<file path="config.mk">
export PLATFORM = sky130hd
export DESIGN_NAME = rand_dither_reducer
export DESIGN_NICKNAME = d
export VERILOG_FILES = /design/src/rtl/dith_pkg.sv /design/src/rtl/dith_frame_ctr.sv /design/src/rtl/dith_noise_gen.sv /design/src/rtl/dith_quant.sv /design/src/rtl/rand_dither_reducer.sv
export SDC_FILE = /design/constraint.sdc
export NUM_CORES = 1
export LEC_CHECK = 0
export CORE_MARGIN = 5
export CORE_UTILIZATION = 48
export CTS_CLUSTER_DIAMETER = 60
export DETAILED_ROUTE_END_ITERATION = 12
export PLACE_DENSITY = 0.78
export SLEW_MARGIN = 10
export SYNTH_ARGS = -nofsm -noshare
export SYNTH_HDL_FRONTEND = slang
export SYNTH_SLANG_ARGS = --single-unit
export TNS_END_PERCENT = 1
</file>
<file path="constraint.sdc">
create_clock -name clk -period 5.7 [get_ports clk]
set_clock_uncertainty 0.15 [all_clocks]
set_input_delay 0.57 -clock clk [delete_from_list [all_inputs] [get_ports clk]]
set_output_delay 0.57 -clock clk [all_outputs]
set_load 0.05 [all_outputs]
</file>
<file path="src/rtl/dith_pkg.sv">
// Shared constants and helpers for the spatial dither bit reducer.
// Assumes 3 colour channels and a depth code of 2 bits.
package dith_pkg;
    localparam int NUM_CH    = 3;
    localparam int DEPTH_W   = 2;
    localparam int TAP_BASE  = 3;

    // Feedback tap used by a channel in per-channel polynomial mode.
    function automatic int split_tap(input int ch);
        return (ch == 0) ? 3 : (ch == 1) ? 9 : 13;
    endfunction
endpackage

</file>
<file path="src/rtl/dith_frame_ctr.sv">
// Frame index for per-frame reseeding. Advances on each valid frame
// start while dither and per-frame reload are on, wrapping at a limit
// chosen by the depth code. idx_cur is the value that applies to the
// current input pixel (already advanced on a frame start).
module dith_frame_ctr #(
    parameter int FRAME_W = 4,
    parameter int DEPTH_W = 2
) (
    input  logic               clk,
    input  logic               rst_n,
    input  logic               en,
    input  logic               reseed,
    input  logic [DEPTH_W-1:0] depth,
    input  logic               fire,
    input  logic               sof,
    output logic [FRAME_W-1:0] idx_cur
);
    localparam logic [FRAME_W-1:0] LIM_WIDE   = {FRAME_W{1'b1}};
    localparam logic [FRAME_W-1:0] LIM_NARROW = FRAME_W'(3);

    logic [FRAME_W-1:0] idx_q;
    logic [FRAME_W-1:0] lim;

    // Pick the wrap limit from the depth code.
    always_comb lim = (depth >= DEPTH_W'(2)) ? LIM_NARROW : LIM_WIDE;

    // Compute the index valid for this cycle's pixel.
    always_comb begin
        if (!en || !reseed)
            idx_cur = '0;
        else if (fire && sof)
            idx_cur = (idx_q >= lim) ? '0 : idx_q + FRAME_W'(1);
        else
            idx_cur = idx_q;
    end

    // Keep the index between cycles.
    always_ff @(posedge clk) begin
        if (!rst_n) idx_q <= '0;
        else        idx_q <= idx_cur;
    end
endmodule

</file>
<file path="src/rtl/dith_noise_gen.sv">
// One channel's noise source: a 28-bit Fibonacci LFSR with a selectable
// second tap, mixed with the frame index, masked to the dropped-bit
// width and optionally high-pass shaped against the previous sample.
// Assumes drop <= NOISE_W and FRAME_W <= NOISE_W.
module dith_noise_gen #(
    parameter int LFSR_W    = 28,
    parameter int NOISE_W   = 6,
    parameter int FRAME_W   = 4,
    parameter int DROP_W    = 3,
    parameter int TAP_COMMON = 3,
    parameter int TAP_SPLIT  = 3
) (
    input  logic               clk,
    input  logic               rst_n,
    input  logic               split,
    input  logic [LFSR_W-1:0]  seed,
    input  logic               reload,
    input  logic               fire,
    input  logic               hpf,
    input  logic [FRAME_W-1:0] frame_idx,
    input  logic [DROP_W-1:0]  drop,
    output logic [NOISE_W-1:0] noise
);
    localparam int SUM_W = NOISE_W + 2;

    logic [LFSR_W-1:0]  state_q, cur, nxt;
    logic [NOISE_W-1:0] prev_q, prev_eff, raw, low_mask;
    logic [SUM_W-1:0]   hp_sum;
    logic               fb;

    // Value presented for this pixel: seed on a load, else stored state.
    always_comb cur = reload ? seed : state_q;

    // Feedback from the top bit and the selected second tap.
    always_comb fb = cur[LFSR_W-1] ^ (split ? cur[TAP_SPLIT-1] : cur[TAP_COMMON-1]);
    always_comb nxt = {cur[LFSR_W-2:0], fb};

    // Raw noise: low bits XOR frame index, limited to the dropped width.
    always_comb begin
        low_mask = ~({NOISE_W{1'b1}} << drop);
        raw      = (cur[NOISE_W-1:0] ^ NOISE_W'(frame_idx)) & low_mask;
        prev_eff = reload ? '0 : prev_q;
    end

    // High-pass: halved difference, offset by one full range.
    always_comb begin
        hp_sum = SUM_W'(raw) + (SUM_W'(1) << drop) - SUM_W'(prev_eff);
        noise  = hpf ? NOISE_W'(hp_sum >> 1) : raw;
    end

    // Step on each accepted pixel; park on the seed for an idle load.
    always_ff @(posedge clk) begin
        if (!rst_n) begin
            state_q <= '0;
            prev_q  <= '0;
        end else if (fire) begin
            state_q <= nxt;
            prev_q  <= raw;
        end else if (reload) begin
            state_q <= seed;
            prev_q  <= '0;
        end
    end
endmodule

</file>
<file path="src/rtl/dith_quant.sv">
// Adds noise to one channel, saturates at full scale and clears the
// dropped low bits. With en low the noise is ignored.
module dith_quant #(
    parameter int PIX_W   = 12,
    parameter int NOISE_W = 6
) (
    input  logic               en,
    input  logic [PIX_W-1:0]   pix,
    input  logic [NOISE_W-1:0] noise,
    input  logic [PIX_W-1:0]   keep_mask,
    output logic [PIX_W-1:0]   q
);
    logic [PIX_W:0]   sum;
    logic [PIX_W-1:0] sat;

    // Add, clip at the channel maximum, then truncate.
    always_comb begin
        sum = {1'b0, pix} + (PIX_W+1)'(noise);
        if (!en)          sat = pix;
        else if (sum[PIX_W]) sat = {PIX_W{1'b1}};
        else              sat = sum[PIX_W-1:0];
        q = sat & keep_mask;
    end
endmodule

</file>
<file path="src/rtl/rand_dither_reducer.sv">
// Spatial random-dither bit reducer, top level. Three noise generators
// (one per channel), a shared frame index and one output register stage.
// Assumes PIX_W >= 10 so that all depth codes are meaningful.
module rand_dither_reducer
    import dith_pkg::*;
#(
    parameter int PIX_W   = 12,
    parameter int LFSR_W  = 28,
    parameter int FRAME_W = 4
) (
    input  logic               clk,
    input  logic               rst_n,
    input  logic               in_valid,
    input  logic               in_sof,
    input  logic               in_sol,
    input  logic [PIX_W-1:0]   in_r,
    input  logic [PIX_W-1:0]   in_g,
    input  logic [PIX_W-1:0]   in_b,
    input  logic               cfg_en,
    input  logic [DEPTH_W-1:0] cfg_depth,
    input  logic [LFSR_W-1:0]  cfg_seed_r,
    input  logic [LFSR_W-1:0]  cfg_seed_g,
    input  logic [LFSR_W-1:0]  cfg_seed_b,
    input  logic               cfg_split_poly,
    input  logic               cfg_frame_reseed,
    input  logic               cfg_hpf,
    output logic               out_valid,
    output logic               out_sof,
    output logic               out_sol,
    output logic [PIX_W-1:0]   out_r,
    output logic [PIX_W-1:0]   out_g,
    output logic [PIX_W-1:0]   out_b
);
    localparam int NOISE_W = PIX_W - 6;
    localparam int DROP_W  = $clog2(NOISE_W + 1);

    logic                loaded_q;
    logic                reload;
    logic [FRAME_W-1:0]  frame_idx;
    logic [DROP_W-1:0]   drop;
    logic [PIX_W-1:0]    keep_mask;
    logic [PIX_W-1:0]    pix_in  [NUM_CH];
    logic [PIX_W-1:0]    pix_out [NUM_CH];
    logic [LFSR_W-1:0]   seeds   [NUM_CH];
    logic [PIX_W-1:0]    out_q   [NUM_CH];

    // Gather channel inputs into arrays for the generate loop.
    always_comb begin
        pix_in[0] = in_r;  pix_in[1] = in_g;  pix_in[2] = in_b;
        seeds[0]  = cfg_seed_r; seeds[1] = cfg_seed_g; seeds[2] = cfg_seed_b;
    end

    // Dropped-bit count and mask of the kept bits.
    always_comb begin
        case (cfg_depth)
            2'd0:    drop = DROP_W'(NOISE_W);
            2'd1:    drop = DROP_W'(NOISE_W - 2);
            default: drop = DROP_W'(NOISE_W - 4);
        endcase
        keep_mask = {PIX_W{1'b1}} << drop;
    end

    // Seed load on first enabled cycle or on a reseeding frame start.
    always_comb reload = cfg_en & (~loaded_q | (cfg_frame_reseed & in_valid & in_sof));

    // Remember whether dither was on last cycle.
    always_ff @(posedge clk) begin
        if (!rst_n) loaded_q <= 1'b0;
        else        loaded_q <= cfg_en;
    end

    dith_frame_ctr #(.FRAME_W(FRAME_W), .DEPTH_W(DEPTH_W)) frame_i (
        .clk     (clk),
        .rst_n   (rst_n),
        .en      (cfg_en),
        .reseed  (cfg_frame_reseed),
        .depth   (cfg_depth),
        .fire    (in_valid),
        .sof     (in_sof),
        .idx_cur (frame_idx)
    );

    for (genvar c = 0; c < NUM_CH; c++) begin : g_ch
        logic [NOISE_W-1:0] noise;

        dith_noise_gen #(
            .LFSR_W     (LFSR_W),
            .NOISE_W    (NOISE_W),
            .FRAME_W    (FRAME_W),
            .DROP_W     (DROP_W),
            .TAP_COMMON (TAP_BASE),
            .TAP_SPLIT  (split_tap(c))
        ) gen_i (
            .clk       (clk),
            .rst_n     (rst_n),
            .split     (cfg_split_poly),
            .seed      (seeds[c]),
            .reload    (reload),
            .fire      (in_valid),
            .hpf       (cfg_hpf),
            .frame_idx (frame_idx),
            .drop      (drop),
            .noise     (noise)
        );

        dith_quant #(.PIX_W(PIX_W), .NOISE_W(NOISE_W)) quant_i (
            .en        (cfg_en),
            .pix       (pix_in[c]),
            .noise     (noise),
            .keep_mask (keep_mask),
            .q         (pix_out[c])
        );

        // Register the channel result on each accepted pixel.
        always_ff @(posedge clk) begin
            if (!rst_n)        out_q[c] <= '0;
            else if (in_valid) out_q[c] <= pix_out[c];
        end
    end

    // Register the qualifier and markers.
    always_ff @(posedge clk) begin
        if (!rst_n) begin
            out_valid <= 1'b0;
            out_sof   <= 1'b0;
            out_sol   <= 1'b0;
        end else begin
            out_valid <= in_valid;
            out_sof   <= in_valid & in_sof;
            out_sol   <= in_valid & in_sol;
        end
    end

    // Drive the data ports from the channel registers.
    always_comb begin
        out_r = out_q[0];
        out_g = out_q[1];
        out_b = out_q[2];
    end
endmodule

</file>
==> results.cfg <==
[outcome]
outcome = finished, final reports clean

[finish]
drive_gt1_share_pct = 11.9
num_antenna_cells = 0
syn_to_final_growth_pct = 34.4
nets = 1370
final_common_cell = nand2_1
fin_cells = 1426
final_cell_mix = 206 x nand2_1, 167 x clkdlybuf4s50_1, 110 x dfxtp_1

[clock_network]
cts_tree = built
ctsResizeCount = 0
clkLatencyLatePin_ns = 0.42
clock-root-buffer = clkbuf_16
clk_path_buf_depth = 2
cts_max_level = 4
cts_num_sinks = 146
clkTransAtPathRegs_ns = 0.06
cts_hold_buf = 0
cts_inserted_buffers = 17
cts_setup_buffers = 0

[flow_run]
drv_cap = 0

[sta]
max-slew-margin-rel_pct = 41.1
worst_hold_slack_ns = 0.332
setup_viol = 0
worst_pin_slew_ns = 0.883
finalCriticalPeriod_ns = 5.55
tns_ns = 0
rsz0062_at_grt = true
maxSlewViolCount = 0
setup_ws_ns = 0.149
period_share_pct = 97.4
fmax_ghz = 0.180
hold_violations = 0

[synth]
synth_cells = 966
synth_area_mm2 = 0.00878
ys_seq_area_share_pct = 37.4
yosysTopAreaCellShare_pct = 25.1
ys_top_cells_by_area = dfxtp_1 25%, edfxtp_1 12%, mux2i_1 9.9%
ys_seq_elements = 146
ys_async_sr_fraction_pct = 0
syn_area_per_cell_um2 = 9.09
synth_edf_count = 36
yosysWarnings = 0
synth_top_area_cell = dfxtp_1
ys.flop_type = dfxtp_1
yosysUniqueCellTypes = 76

[min_path]
hold_path.class = reg2reg
worstHoldStart = g_ch[1].gen_i.prev_q[5]

[critical_path]
crit_path_start_kind = input pin
crit_required_ns = 5.70
criticalPathCategory = in2reg
critPathMaxFanout = 4
reg2reg_from = frame_i.idx_q[2]
crit_start = cfg_depth[1]
endpoint_kind = flop
critPathArrivalTime_ns = 5.55

[global_route]
overflow = 0
grt_max_degree = 89
grt_pass1_vias = 7575
grt_pass1_wl_um = 38100
antenna_found_initial = 2
grt_use_total_pct = 21.6

[power_and_ir_drop]
total_power_uw = 3360
vdd_drop_max_mv = 0.222
leakagePower_uw = 0.00544
power.density_mw_per_mm2 = 284

[floorplanning]
core_mm2 = 0.0180
start_util_pct = 48.9
dieArea_mm2 = 0.0211
io_pins = 170
die_width_um = 145
fp.dieH_um = 145
fp-row-count = 49

[place]
gp_congestion = 0.927
post-place-ws_ns = -0.377
hpwl_um = 17000
io_buffers = 169
placedCellCount = 1394

[drt]
final_antenna_net_count = 0
dr.pass1.iters = 5
drt_iter0_markers = 582
routedWlPerCell_um = 16.5
vias = 7857
drt_wl_total_um = 23600
viasPerCell = 5.51
drc = 0
## power breakdown
| group | internal [uW] | switching, uW |
|---|---|---|
| clock | 704 | 446 |
| sequential | 1140 | 22.8 |
| combinational | 497 | 543 |
| total | 2350 | 1010 |
## layout make-up
type	count	area, um2
clock buffers	21	450
clock inverters	11	150
fillers	1471	6160
inverters	14	52.6
multi-input cells	758	5300
flip-flops and latches	146	3280
well taps	229	287
repair buffers	247	2280
## per-layer routing
metal | wire (um) | up-vias | global-route usage, % | share of wire (%)
li1 | - | 3882 | - | -
met1 | 9970 | 3669 | 27.4 | 42
met2 | 11200 | 266 | 35.5 | 48
met3 | 2000 | 36 | 7.05 | 8.5
met5 | 21 | - | 0 | 0.089
met4 | 370 | 4 | 6.11 | 1.6
## registers in the layout, indices dropped and copies added (netlist names)
register	flops
frame_i.idx_q	4
loaded_q	1
out_sof	1
out_valid	1
g_ch.gen_i.state_q	84
out_q	36
out_sol	1
g_ch.gen_i.prev_q	18
## through the flow
step | utilization [%] | cell area, um2
floorplan | - | 8810
global placement | 62.0 | 11100
detailed placement | 62.0 | 11100
CTS | 65.3 | 11700
global route | 65.7 | 11800
finish | 65.7 | 11800
## Yosys cell counts (all sizes together) (8+ instances only)
library cell / n
nand3: 20
inv: 14
clkbuf: 32
ha: 43
dfxtp: 110
nand2: 208
o22ai: 8
and3: 98
edfxtp: 36
o21ai: 32
xnor2: 26
nor2: 33
o221a: 8
a21oi: 24
buf: 23
mux2i: 90
xor2: 21
a21o: 13
fa: 12
## critical path: stages
cell             delay (ns)
clkdlybuf4s50_1        0.43
ha_1                   0.30
a21o_1                 0.22
buf_4                  0.16
a21oi_2                0.25
a221oi_4               0.14
xnor2_2                0.17
nor2_1                 0.14
fa_1                   0.43
ha_1                   0.35
nor2b_1                0.15
o21ai_0                0.24
a21boi_0               0.16
or4_1                  0.50
nand3_1                0.12
ha_1                   0.24
and3_1                 0.17
a221oi_2               0.28
buf_4                  0.17
nand4b_1               0.13
xor2_1                 0.14
o21ai_0                0.09
## cells by family after synthesis
group                    share of synthesized area (%)
adder cells (fa/ha/maj)                           8.86
AO/OA/AOI/OAI                                     11.6
multiplexers                                      11.5
buffers and inverters                             3.33
other                                           0.0855
XOR/XNOR                                          4.69
flip-flops                                        37.4
AND/OR/NAND/NOR                                   22.5
## path summary, 6_finish.rpt
check                                          endpoint  slack (ns)  depth (start not counted)
worst max register to register             out_q[0][10]        0.29                         21
worst min-delay path            g_ch[1].gen_i.prev_q[5]        0.33                          2
worst max-delay path                       out_q[0][10]        0.15                         22
worst min register to register  g_ch[1].gen_i.prev_q[5]        0.33                          2
Note: power is estimated with default switching activity, not from simulation.
